**src/rtl/lpm_pkg.sv**
```systemverilog
package lpm_pkg;
  typedef enum logic [2:0] {
    M_OFF   = 3'd0,
    M_COLD  = 3'd1,
    M_RUN   = 3'd2,
    M_UOFF  = 3'd3,
    M_MHOLD = 3'd4,
    M_WARM  = 3'd5
  } mode_t;

  function automatic logic timed_mode(mode_t m);
    return (m == M_COLD) || (m == M_WARM);
  endfunction
endpackage

```
**src/rtl/lpm_rst_timer.sv**
```systemverilog
module lpm_rst_timer #(
  parameter int TMR_W     = 16,
  parameter int RST_TICKS = 20
) (
  input  logic clk,
  input  logic rst,
  input  logic load_i,
  input  logic run_i,
  output logic expire_o
);
  localparam logic [TMR_W-1:0] PRESET = TMR_W'(RST_TICKS);

  logic [TMR_W-1:0] cnt_q;

  always_ff @(posedge clk) begin
    if (rst)                       cnt_q <= '0;
    else if (load_i)               cnt_q <= PRESET;
    else if (run_i && cnt_q != '0) cnt_q <= cnt_q - 1'b1;
  end

  assign expire_o = run_i && (cnt_q == '0);

  // expiry is a single-cycle pulse unless a new load follows
  assert_expire_pulse_R7: assert property (@(posedge clk) disable iff (rst)
    (expire_o && !load_i) |=> !expire_o);
  // a load always restarts a full countdown
  assert_load_no_expire_R2: assert property (@(posedge clk) disable iff (rst)
    (load_i && RST_TICKS > 0) |=> !expire_o);
endmodule

```
**src/rtl/lpm_out_reg.sv**
```systemverilog
module lpm_out_reg
  import lpm_pkg::*;
#(
  parameter int N_DOM = 4
) (
  input  logic             clk,
  input  logic             rst,
  input  mode_t            mode_d,
  input  logic             from_mh_d,
  input  logic             mcu_clk_en_i,
  input  logic             uo_clk_keep_i,
  input  logic             clk_retain_i,
  input  logic [N_DOM-1:0] uo_keep_i,
  input  logic [N_DOM-1:0] mh_keep_i,
  output logic             periph_rst_n_o,
  output logic             proc_rst_n_o,
  output logic             mcu_clk_en_o,
  output logic             periph_clk_en_o,
  output logic [N_DOM-1:0] dom_on_o
);
  logic             prst_d, crst_d, mclk_d, pclk_d;
  logic [N_DOM-1:0] dom_d;

  always_comb begin
    prst_d = 1'b0;
    crst_d = 1'b0;
    mclk_d = 1'b0;
    pclk_d = 1'b0;
    dom_d  = '0;
    case (mode_d)
      M_RUN: begin
        prst_d = 1'b1;
        crst_d = 1'b1;
        mclk_d = mcu_clk_en_i;
        pclk_d = 1'b1;
        dom_d  = '1;
      end
      M_UOFF: begin
        crst_d = 1'b1;
        mclk_d = (mcu_clk_en_i & uo_clk_keep_i) | clk_retain_i;
        dom_d  = uo_keep_i;
      end
      M_WARM: begin
        crst_d = 1'b1;
        mclk_d = mcu_clk_en_i;
        dom_d  = uo_keep_i;
      end
      M_MHOLD: dom_d = mh_keep_i;
      M_COLD:  dom_d = from_mh_d ? mh_keep_i : '0;
      default: ;
    endcase
  end

  always_ff @(posedge clk) begin
    if (rst) begin
      periph_rst_n_o  <= 1'b0;
      proc_rst_n_o    <= 1'b0;
      mcu_clk_en_o    <= 1'b0;
      periph_clk_en_o <= 1'b0;
      dom_on_o        <= '0;
    end else begin
      periph_rst_n_o  <= prst_d;
      proc_rst_n_o    <= crst_d;
      mcu_clk_en_o    <= mclk_d;
      periph_clk_en_o <= pclk_d;
      dom_on_o        <= dom_d;
    end
  end

  // peripheral reset released only together with processor reset
  assert_rst_order_R3: assert property (@(posedge clk) disable iff (rst)
    periph_rst_n_o |-> proc_rst_n_o);
  // peripheral clock only runs while peripherals are out of reset
  assert_pclk_R4: assert property (@(posedge clk) disable iff (rst)
    periph_clk_en_o |-> periph_rst_n_o);
endmodule

```
**src/rtl/lpm_state_ctrl.sv**
```systemverilog
module lpm_state_ctrl
  import lpm_pkg::*;
#(
  parameter int N_DOM     = 4,
  parameter int TMR_W     = 16,
  parameter int RST_TICKS = 20
) (
  input  logic             clk,
  input  logic             rst,
  input  logic             turn_on_i,
  input  logic             pwr_cut_i,
  input  logic             user_off_cmd_i,
  input  logic             mem_hold_cmd_i,
  input  logic             irq_clr_i,
  input  logic             mcu_clk_en_i,
  input  logic             uo_clk_keep_i,
  input  logic             clk_retain_i,
  input  logic [N_DOM-1:0] uo_keep_i,
  input  logic [N_DOM-1:0] mh_keep_i,
  output logic             periph_rst_n_o,
  output logic             proc_rst_n_o,
  output logic             mcu_clk_en_o,
  output logic             periph_clk_en_o,
  output logic [N_DOM-1:0] dom_on_o,
  output logic             warm_irq_o,
  output logic             mh_irq_o,
  output logic [2:0]       mode_o
);
  mode_t mode_q, mode_d;
  logic  from_mh_q, from_mh_d;
  logic  expire, tmr_load, tmr_run;
  logic  warm_set, mh_set;

  always_comb begin
    mode_d = mode_q;
    if (pwr_cut_i) mode_d = M_OFF;
    else begin
      case (mode_q)
        M_OFF:   if (turn_on_i) mode_d = M_COLD;
        M_COLD:  if (expire) mode_d = M_RUN;
        M_RUN:   if (user_off_cmd_i) mode_d = M_UOFF;
                 else if (mem_hold_cmd_i) mode_d = M_MHOLD;
        M_UOFF:  if (turn_on_i) mode_d = M_WARM;
        M_MHOLD: if (turn_on_i) mode_d = M_COLD;
        M_WARM:  if (expire) mode_d = M_RUN;
        default: mode_d = M_OFF;
      endcase
    end
  end

  assign from_mh_d = (mode_d == M_COLD) && ((mode_q == M_MHOLD) || from_mh_q);
  assign tmr_run   = timed_mode(mode_q);
  assign tmr_load  = timed_mode(mode_d) && (mode_d != mode_q);
  assign warm_set  = (mode_q == M_WARM) && (mode_d == M_RUN);
  assign mh_set    = (mode_q == M_MHOLD) && (mode_d == M_COLD);

  always_ff @(posedge clk) begin
    if (rst) begin
      mode_q     <= M_OFF;
      from_mh_q  <= 1'b0;
      warm_irq_o <= 1'b0;
      mh_irq_o   <= 1'b0;
    end else begin
      mode_q     <= mode_d;
      from_mh_q  <= from_mh_d;
      warm_irq_o <= warm_set | (warm_irq_o & ~irq_clr_i);
      mh_irq_o   <= mh_set | (mh_irq_o & ~irq_clr_i);
    end
  end

  assign mode_o = mode_q;

  lpm_rst_timer #(.TMR_W(TMR_W), .RST_TICKS(RST_TICKS)) tmr_i (
    .clk(clk), .rst(rst), .load_i(tmr_load), .run_i(tmr_run), .expire_o(expire)
  );

  lpm_out_reg #(.N_DOM(N_DOM)) out_i (
    .clk(clk), .rst(rst), .mode_d(mode_d), .from_mh_d(from_mh_d),
    .mcu_clk_en_i(mcu_clk_en_i), .uo_clk_keep_i(uo_clk_keep_i),
    .clk_retain_i(clk_retain_i), .uo_keep_i(uo_keep_i), .mh_keep_i(mh_keep_i),
    .periph_rst_n_o(periph_rst_n_o), .proc_rst_n_o(proc_rst_n_o),
    .mcu_clk_en_o(mcu_clk_en_o), .periph_clk_en_o(periph_clk_en_o),
    .dom_on_o(dom_on_o)
  );

  assert_reset_R1: assert property (@(posedge clk)
    rst |=> (mode_o == 3'd0 && !proc_rst_n_o && !periph_rst_n_o && dom_on_o == '0));
  assert_uoff_rst_R4: assert property (@(posedge clk) disable iff (rst)
    (mode_o == 3'd3) |-> (proc_rst_n_o && !periph_rst_n_o));
  assert_mhold_rst_R6: assert property (@(posedge clk) disable iff (rst)
    (mode_o == 3'd4) |-> (!proc_rst_n_o && !periph_rst_n_o));
  assert_warm_irq_R9: assert property (@(posedge clk) disable iff (rst)
    (mode_o == 3'd5 && !pwr_cut_i && expire) |=> (warm_irq_o && periph_rst_n_o));
  assert_mh_irq_R8: assert property (@(posedge clk) disable iff (rst)
    (mode_o == 3'd4 && turn_on_i && !pwr_cut_i) |=> (mh_irq_o && mode_o == 3'd1));
  assert_clear_R10: assert property (@(posedge clk) disable iff (rst)
    (irq_clr_i && mode_o != 3'd5 && mode_o != 3'd4) |=> (!warm_irq_o && !mh_irq_o));
  assert_pcut_R11: assert property (@(posedge clk) disable iff (rst)
    pwr_cut_i |=> (mode_o == 3'd0 && !proc_rst_n_o));
  assert_lp_hold_R12: assert property (@(posedge clk) disable iff (rst)
    ((mode_o == 3'd3 || mode_o == 3'd4) && !turn_on_i && !pwr_cut_i) |=> $stable(mode_o));
endmodule

```
**config.mk**
```make
export PLATFORM = sky130hd
export DESIGN_NAME = lpm_state_ctrl
export DESIGN_NICKNAME = d
export VERILOG_FILES = /design/src/rtl/lpm_pkg.sv /design/src/rtl/lpm_rst_timer.sv /design/src/rtl/lpm_out_reg.sv /design/src/rtl/lpm_state_ctrl.sv
export SDC_FILE = /design/constraint.sdc
export NUM_CORES = 1
export LEC_CHECK = 0
export BUFFER_PORTS_ARGS = -buffer_cell sky130_fd_sc_hd__buf_2
export CORE_ASPECT_RATIO = 1.25
export CORE_MARGIN = 1
export CORE_UTILIZATION = 32
export CTS_CLUSTER_SIZE = 40
export DETAILED_ROUTE_END_ITERATION = 16
export SYNTH_ARGS = -nofsm -noshare
export SYNTH_HDL_FRONTEND = slang
export SYNTH_HIERARCHICAL = 1
export SYNTH_SLANG_ARGS = --single-unit
export TNS_END_PERCENT = 10
```
**constraint.sdc**
```tcl
create_clock -name clk -period 3.6 [get_ports clk]
set_input_delay 0.72 -clock clk [delete_from_list [all_inputs] [get_ports clk]]
set_output_delay 0.72 -clock clk [all_outputs]
set_load 0.005 [all_outputs]
```
==> results_dict.tcl, run 1 <==
set metrics [dict create \
    drtPass1Iterations 4 \
    r2r_slack_ns 0.50 \
    cts_made_buffers 5 \
    final_common_cell "buf_2" \
    status "finished, final reports clean" \
    yosys_warnings 6 \
    syn_inst 178 \
    setup_tns_ns 0 \
    fin_worst_skew_ns 0.00742 \
    timing.final.ws_setup_ns 0.501 \
    tightest_slew_ns 0.505 \
    timing.rr.end "out_i/dom_on_o[2]$_SDFF_PP0_" \
    post_cts_resized 0 \
    pwr-share-comb 0.178 \
    crit_path_max_incr_delay_ns 0.46 \
    syn_area_um2 1570 \
    path_cells "inv_1 -> ha_1 -> nor3b_1 -> nand4_1 -> nor2_1 -> mux2i_1 -> a22oi_1 -> inv_1 -> mux2_4 -> a32oi_1 -> a21oi_1" \
    grt_pass1_vias 1349 \
    ys_async_sr_fraction 0 \
    synth_nets 197 \
    layout.nets 227 \
    drive_gt1_frac 0.268 \
    worstSkewPairLatency_ns 0.28 \
    core_um2 4730 \
    io_pins 31 \
    vias 1424 \
    antennaDiodeCount 0 \
    gp_congestion 0.776 \
    postRouteAntennaNets 0 \
    path_class "reg -> reg" \
    placementRows 28 \
    min_path_type "reg -> reg" \
    port_buffers 30 \
    final_area_um2 1880 \
    pre_cts_ws_ns 0.553 \
    pwr-share-clk 0.414 \
    area_growth_pct 19.4 \
    die_w_um 64.7 \
    die_area_um2 5200 \
    power.leakage_nw 0.740 \
    max_freq_mhz 323 \
    final_max_slew_viol_count 0 \
    critPathMostFrequentCell "inv_1" \
    grt_pass1_wl_um 5940 \
    worstPathMaxFanout 7 \
    finalHoldViolCount 0 \
    ys.flop_type "dfxtp_1" \
    switching_share 0.270 \
    cellPowerDensity_nw_per_um2 452 \
    clk_path_buf_depth 2 \
    cts_tree "built" \
    p_int_mw 0.620 \
    seqPwrFrac 0.408 \
    peakVddDrop_v 0.000225 \
    clk_pin_slew_ns 0.07 \
    power.net_switching_mw 0.229 \
    totalPowerFinal_mw 0.849 \
    min_to "tmr_i/cnt_q[9]$_SDFFE_PP0P_" \
    dp_cells 261 \
    crit_path_start_kind "register" \
    vias_per_cell 5.29 \
    relSlewSlack 0.663 \
    ys_seq_elements 29 \
    grt_max_degree 15 \
    cts_hold_buffers 0 \
    grt_overflow_total 0 \
    drc 0 \
    synth_cell_types 53 \
    hpwl_um 2490 \
    syn_avg_cell_area_um2 8.84 \
    wirelength_um 3440 \
    grt.total_usage 0.147 \
    synth-edff-count 0 \
    drtIter0Drc 18 \
    required_ns 3.77 \
    root_buffer "clkbuf_8" \
    final_cell_mix "buf_2 (30), dfxtp_1 (29), nor2_1 (28)" \
    start_util 0.333 \
    fin_crit_ns 3.10 \
    worst_ep_arrival_time_ns 3.27 \
    cpMaxStageDelayCell "a22oi_1" \
    place_area_um2 1760 \
    r2r_start "tmr_i/cnt_q[0]$_SDFFE_PP0P_" \
    whs_path_depth 2 \
    end_kind "register" \
    yosysSeqAreaShare 0.369 \
    finalNonFillerCells 269 \
    avgRoutedWirePerCell_um 12.8 \
    fin_crit_sh 0.861 \
    chipHeight_um 80.4 \
    ff2ff_path_depth 11 \
    holdCritStartpoint "tmr_i/cnt_q[9]$_SDFFE_PP0P_" \
    setup_violations 0 \
    h-tree-depth 2 \
    rsz0062_at_grt "false" \
    postCtsSetupRepairBufs 0 \
    fillers 512 \
    cts.sinks 29 \
    drv_cap 0 \
    antenna_found_initial 0 \
]
==> critical path: cells and delay by family, from the launching register on <==
family	cells	cell delay, ns
adder cells (fa/ha/maj)	1	0.19
buffers and inverters	2	0.34
AND/OR/NAND/NOR	3	0.93
flip-flops	1	0.34
multiplexers	2	0.48
AO/OA/AOI/OAI	3	0.69
==> through the flow <==
stage	util	hold slack (ns)
finish	0.397	0.488
global route	0.397	0.511
CTS	0.397	0.496
detailed placement	0.372	0.477
global placement	0.372	0.474
floorplan	-	0.452
==> metal layers <==
metal | vias to the layer above | part of all wire | GRT usage
met4 | 0 | 0.013 | 0.0667
met3 | 4 | 0.028 | 0.0298
met5 | - | 0 | 0
met2 | 30 | 0.51 | 0.271
li1 | 706 | - | -
met1 | 684 | 0.45 | 0.157
==> Yosys cell counts, types with 2 or more instances <==
library cell,count,share of area
a211oi_1,2,0.0095
a21oi_1,14,0.045
a22oi_1,2,0.0095
a32oi_1,6,0.033
clkbuf_1,3,0.0072
dfxtp_1,29,0.37
inv_1,9,0.021
mux2_4,4,0.038
nand2_1,2,0.0048
nand2b_1,3,0.012
nor2_1,28,0.067
nor2b_1,3,0.012
nor3_1,4,0.013
nor3b_1,3,0.014
o2111ai_1,4,0.022
o211ai_1,5,0.024
o21ai_0,7,0.022
o31ai_1,2,0.0095
or2_2,2,0.0080
or4_1,3,0.014
xnor2_1,3,0.017
xor2_1,9,0.050
==> layout make-up <==
cell class              count  area [um^2]  share of cell area
clock buffers               7         86.3              0.0460
clock inverters             1         30.0              0.0160
inverters                   9         33.8              0.0180
multi-input cells         132          915               0.487
flip-flops and latches     29          581               0.309
well taps                  60         75.1              0.0400
repair buffers             31          158              0.0839
==> power groups by stage <==
stage	sequential (mW)	clock (mW)	combinational [mW]
2_1_floorplan	0.350	0	0.119
3_3_place_gp	0.354	0	0.150
3_5_place_dp	0.354	0	0.151
4_1_cts	0.346	0.363	0.151
5_1_grt	0.349	0.371	0.169
6_report	0.347	0.351	0.151
==> sequential cells by signal (all words and copies together) (netlist names) <==
name / count
out_i/periph_clk_en_o: 1
out_i/dom_on_o: 4
tmr_i/cnt_q: 16
from_mh_q: 1
out_i/proc_rst_n_o: 1
out_i/mcu_clk_en_o: 1
warm_irq_o: 1
mode_o: 3
mh_irq_o: 1
==> how the worst max path moves through the flow <==
stage	startpoint	slack, ns	endpoint
after global routing	tmr_i/cnt_q[0]$_SDFFE_PP0P_	0.26	out_i/dom_on_o[1]$_SDFF_PP0_
final	tmr_i/cnt_q[0]$_SDFFE_PP0P_	0.50	out_i/dom_on_o[2]$_SDFF_PP0_
after detailed placement	tmr_i/cnt_q[0]$_SDFFE_PP0P_	0.55	out_i/dom_on_o[1]$_SDFF_PP0_
after CTS	tmr_i/cnt_q[0]$_SDFFE_PP0P_	0.53	out_i/dom_on_o[1]$_SDFF_PP0_
after global placement	tmr_i/cnt_q[11]$_SDFFE_PP0P_	0.64	out_i/dom_on_o[1]$_SDFF_PP0_
after floorplan	tmr_i/cnt_q[0]$_SDFFE_PP0P_	0.95	tmr_i/cnt_q[10]$_SDFFE_PP0P_
==> cells by family after synthesis <==
group | share of synthesized area
buffers and inverters | 0.0493
muxes | 0.0446
xor gates and xnor gates | 0.0668
AOI/OAI and AO/OA | 0.212
and+or+nand+nor | 0.251
adders and majority gates | 0.00795
DFF | 0.369
No activity file was read; power rests on OpenSTA's default activity.
==> run 2, diff against run 1 <==
--- a/config.mk
+++ b/config.mk
@@ -11,6 +11,8 @@
 export CORE_UTILIZATION = 32
 export CTS_CLUSTER_SIZE = 40
 export DETAILED_ROUTE_END_ITERATION = 16
+export HOLD_SLACK_MARGIN = 0.05
+export RECOVER_POWER = 50
 export SYNTH_ARGS = -nofsm -noshare
 export SYNTH_HDL_FRONTEND = slang
 export SYNTH_HIERARCHICAL = 1
==> run 2 against run 1 <==
Effect of this change:
- first-iteration DRC count increased by 22%
- non-clock buffer count is the same
- combinational power is essentially flat
- fmax rose by 0.68%
- clock-buffer cell count is the same
- sequential share of layout area is 0.14 points higher
- utilization shrank 0.19 points
- clock power about the same
- sequential cell count stayed put
- largest power group unchanged
==> results_dict.tcl, run 2 (synthesis results as in run 1) <==
set metrics [dict create \
    cts_hold_buffers 0 \
    start_util 0.333 \
    drtPass1Iterations 4 \
    fin_worst_skew_ns 0.00758 \
    root_buffer "clkbuf_8" \
    die_area_um2 5200 \
    drc 0 \
    relSlewSlack 0.569 \
    final_common_cell "dfxtp_1" \
    final_cell_mix "dfxtp_1 (29), nor2_1 (28), buf_2 (26)" \
    worstSkewPairLatency_ns 0.28 \
    setup_violations 0 \
    antenna_found_initial 0 \
    antennaDiodeCount 0 \
    fin_crit_ns 3.08 \
    cellPowerDensity_nw_per_um2 453 \
    max_freq_mhz 325 \
    avgRoutedWirePerCell_um 12.6 \
    dp_cells 261 \
    finalHoldViolCount 0 \
    largest_register_ffs 16 \
    cpMaxStageDelayCell "a22oi_1" \
    drtIter0Drc 22 \
    critical_path.top_delay_family "simple AND/OR/NAND/NOR gates" \
    postRouteAntennaNets 0 \
    rsz0062_at_grt "false" \
    area_growth_pct 18.9 \
    cts_tree "built" \
    grt_overflow_total 0 \
    worst_ep_arrival_time_ns 3.25 \
    die_w_um 64.7 \
    final_max_slew_viol_count 0 \
    required_ns 3.77 \
    grt.total_usage 0.147 \
    min_path_type "reg -> reg" \
    fin_crit_sh 0.855 \
    grt_pass1_wl_um 5940 \
    status "finished, final reports clean" \
    wirelength_um 3390 \
    gp_congestion 0.776 \
    hpwl_um 2490 \
    cts.sinks 29 \
    r2r_slack_ns 0.52 \
    cts_made_buffers 5 \
    crit_path_start_kind "register" \
    clk_pin_slew_ns 0.07 \
    setup_tns_ns 0 \
    path_cells "inv_1 -> ha_1 -> nor3b_1 -> nand4_1 -> nor2_1 -> mux2i_1 -> a22oi_1 -> inv_1 -> mux2_4 -> a32oi_1 -> a21oi_1" \
    grt_max_degree 15 \
    port_buffers 30 \
    vias_per_cell 5.28 \
    post_cts_resized 0 \
    h-tree-depth 2 \
    peakVddDrop_v 0.000226 \
    power.leakage_nw 0.720 \
    vias 1420 \
    io_pins 31 \
    path_class "reg -> reg" \
    finalNonFillerCells 269 \
    top_register "tmr_i/cnt_q" \
    crit_path_max_incr_delay_ns 0.46 \
    drv_cap 0 \
    tightest_slew_ns 0.639 \
    chipHeight_um 80.4 \
    grt_pass1_vias 1349 \
    postCtsSetupRepairBufs 0 \
    worst-path-buf-inv 2 \
    core_um2 4730 \
    critPathMostFrequentCell "inv_1" \
    end_kind "register" \
    placementRows 28 \
    layout.nets 227 \
    clk_path_buf_depth 2 \
    worstPathMaxFanout 7 \
    drive_gt1_frac 0.244 \
]
[run 2: cell type report]
cell class | count | area [um^2]
clock buffer | 7 | 86.3
clock inverter | 1 | 30.0
fill | 515 | 2860
inverter | 9 | 33.8
multi-input combinational | 132 | 911
sequential | 29 | 581
tap | 60 | 75.1
timing repair buffer | 31 | 153
[run 2: worst min-delay path, delay by kind of cell, from the launching register on]
kind / cells / cell delay [ns]
AOI/OAI and AO/OA: 2 / 0.13
DFF: 1 / 0.32
[run 2: final timing paths]
check	from	to	depth (start not counted)
max	tmr_i/cnt_q[0]$_SDFFE_PP0P_	out_i/dom_on_o[2]$_SDFF_PP0_	11
min	tmr_i/cnt_q[9]$_SDFFE_PP0P_	tmr_i/cnt_q[9]$_SDFFE_PP0P_	2
max reg2reg	tmr_i/cnt_q[0]$_SDFFE_PP0P_	out_i/dom_on_o[2]$_SDFF_PP0_	11
min reg2reg	tmr_i/cnt_q[9]$_SDFFE_PP0P_	tmr_i/cnt_q[9]$_SDFFE_PP0P_	2
[run 2: power by group]
part	total, mW	switching (mW)	internal (mW)
clock	0.351	0.126	0.225
sequential	0.346	0.0133	0.333
combinational	0.150	0.0887	0.0614
total	0.847	0.227	0.620
[run 2: routing by layer]
metal | vias to the layer above | GRT usage | wire, um
li1 | 710 | - | -
met1 | 676 | 0.157 | 1460
met2 | 28 | 0.271 | 1760
met3 | 6 | 0.0298 | 111
met4 | 0 | 0.0667 | 59
met5 | - | 0 | 0
[run 2: metrics by stage]
stage          instance area (um^2)  worst slack [ns]  hold WS (ns)   util  power [mW]
6_report                       1870             0.522         0.488  0.395       0.847
3_5_place_dp                   1760             0.553         0.477  0.372       0.504
5_1_grt                        1870             0.264         0.511  0.395       0.888
4_1_cts                        1880             0.528         0.496  0.397       0.861
2_1_floorplan                  1570             0.948         0.452      -       0.470
3_3_place_gp                   1760             0.638         0.474  0.372       0.504
==> run 3, diff against run 2 <==
--- a/config.mk
+++ b/config.mk
@@ -9,6 +9,7 @@
 export CORE_ASPECT_RATIO = 1.25
 export CORE_MARGIN = 1
 export CORE_UTILIZATION = 32
+export CTS_BUF_LIST = sky130_fd_sc_hd__clkbuf_8
 export CTS_CLUSTER_SIZE = 40
 export DETAILED_ROUTE_END_ITERATION = 16
 export HOLD_SLACK_MARGIN = 0.05
==> run 3 against run 2 <==
Effect of this change:
- setup slack worse by 0.00064 ns
- combinational power barely moved
- die area is the same
- utilization did not move
- sequential cell count unchanged
- critical path depth stayed put
- first-iteration DRC count unchanged
- largest cell class unchanged
- non-clock buffer count unchanged
- critical path type unchanged
- sequential share of layout area stayed put
- cell count unchanged
- routed wire length is essentially flat
==> results_dict.tcl, run 3 (synthesis results as in run 1) <==
set metrics [dict create \
    layout.nets 227 \
    worstSkewPairLatency_ns 0.28 \
    clk_path_buf_depth 2 \
    whs_path_depth 2 \
    rsz0062_at_grt "false" \
    antennaDiodeCount 0 \
    postCtsSetupRepairBufs 0 \
    max_freq_mhz 325 \
    cts_made_buffers 5 \
    dp_cells 261 \
    core_um2 4730 \
    fin_crit_ns 3.08 \
    path_class "reg -> reg" \
    cts_tree "built" \
    crit_path_start_kind "register" \
    finalHoldViolCount 0 \
    die_area_um2 5200 \
    largest_register_ffs 16 \
    port_buffers 30 \
    fin_worst_skew_ns 0.00771 \
    cts.sinks 29 \
    required_ns 3.77 \
    tightest_slew_ns 0.644 \
    min_path_type "reg -> reg" \
    h-tree-depth 2 \
    pwr-share-comb 0.178 \
    grt_pass1_wl_um 5940 \
    peakVddDrop_v 0.000218 \
    drc 0 \
    vias_per_cell 5.28 \
    avgRoutedWirePerCell_um 12.6 \
    power.net_switching_mw 0.227 \
    switching_share 0.269 \
    final_util 0.395 \
    io_pins 31 \
    pre_cts_ws_ns 0.553 \
    wirelength_um 3390 \
    grt_pass1_vias 1349 \
    start_util 0.333 \
    placementRows 28 \
    pwr-share-clk 0.412 \
    p_int_mw 0.617 \
    grt.total_usage 0.147 \
    groute.layer.met3.usage 0.0298 \
    relSlewSlack 0.566 \
    cellPowerDensity_nw_per_um2 452 \
    timing.final.ws_setup_ns 0.521 \
    top_register "tmr_i/cnt_q" \
    grt_overflow_total 0 \
    hpwl_um 2490 \
    ff2ff_path_depth 11 \
    grt_max_degree 15 \
    drtPass1Iterations 4 \
    finalNonFillerCells 269 \
    post_cts_resized 0 \
    totalPowerFinal_mw 0.845 \
    gp_congestion 0.776 \
    drtIter0Drc 22 \
    worstPathMaxFanout 7 \
    grt_use_met2 0.271 \
    antenna_found_initial 0 \
    grt_util_met1 0.157 \
    setup_tns_ns 0 \
    drive_gt1_frac 0.244 \
    cts_hold_buffers 0 \
    power.leakage_nw 0.725 \
    final_max_slew_viol_count 0 \
    chipHeight_um 80.4 \
    end_kind "register" \
    postRouteAntennaNets 0 \
    setup_violations 0 \
    clk_pin_slew_ns 0.07 \
    globalRoute.busiestLayer "met2" \
    root_buffer "clkbuf_8" \
    drv_cap 0 \
    final_cell_mix "dfxtp_1 (29), nor2_1 (28), buf_2 (26)" \
    final_common_cell "dfxtp_1" \
    worst_ep_arrival_time_ns 3.25 \
    seqPwrFrac 0.410 \
    area_growth_pct 18.9 \
    vias 1419 \
    status "finished, final reports clean" \
    die_w_um 64.7 \
    fin_crit_sh 0.855 \
]
## run 3: cell count changes in the layout (fill, tap and decap cells not counted)
cell / before / now
inv_1: 9 / 10
clkbuf_1: 5 / 4
## run 3: worst max-delay path: stages (launching register included)
cell	delay, ns
dfxtp_1	0.34
inv_1	0.06
ha_1	0.19
nor3b_1	0.34
nand4_1	0.26
nor2_1	0.33
mux2i_1	0.13
a22oi_1	0.46
inv_1	0.28
mux2_4	0.35
a32oi_1	0.15
a21oi_1	0.08
## run 3: metal layers
| metal | up-vias | wire length [um] |
|---|---|---|
| met5 | - | 0 |
| met4 | 0 | 59 |
| met3 | 6 | 116 |
| met2 | 32 | 1760 |
| met1 | 671 | 1450 |
| li1 | 710 | - |
## run 3: cell type report
class | instances | area (um^2)
fill | 515 | 2860
multi-input combinational | 132 | 911
sequential | 29 | 581
timing repair buffer | 31 | 153
clock buffer | 6 | 82.6
tap | 60 | 75.1
clock inverter | 2 | 33.8
inverter | 9 | 33.8
## run 3: worst paths after layout
path,to,slack (ns),start
hold / removal,tmr_i/cnt_q[9]$_SDFFE_PP0P_,0.49,tmr_i/cnt_q[9]$_SDFFE_PP0P_
hold reg to reg,tmr_i/cnt_q[9]$_SDFFE_PP0P_,0.49,tmr_i/cnt_q[9]$_SDFFE_PP0P_
setup reg to reg,out_i/dom_on_o[2]$_SDFF_PP0_,0.52,tmr_i/cnt_q[0]$_SDFFE_PP0P_
setup / recovery,out_i/dom_on_o[2]$_SDFF_PP0_,0.52,tmr_i/cnt_q[0]$_SDFFE_PP0P_
## run 3: through the flow
step,cell area (um^2),hold WS (ns)
6_report,1870,0.488
5_1_grt,1870,0.511
4_1_cts,1880,0.496
3_5_place_dp,1760,0.477
3_3_place_gp,1760,0.474
2_1_floorplan,1570,0.452
## run 3: power groups by stage
| stage | Clock, mW | Combinational (mW) | Sequential, mW |
|---|---|---|---|
| 3_3_place_gp | 0 | 0.150 | 0.354 |
| 6_report | 0.348 | 0.150 | 0.346 |
| 2_1_floorplan | 0 | 0.119 | 0.350 |
| 3_5_place_dp | 0 | 0.151 | 0.354 |
| 4_1_cts | 0.360 | 0.151 | 0.346 |
| 5_1_grt | 0.368 | 0.168 | 0.349 |
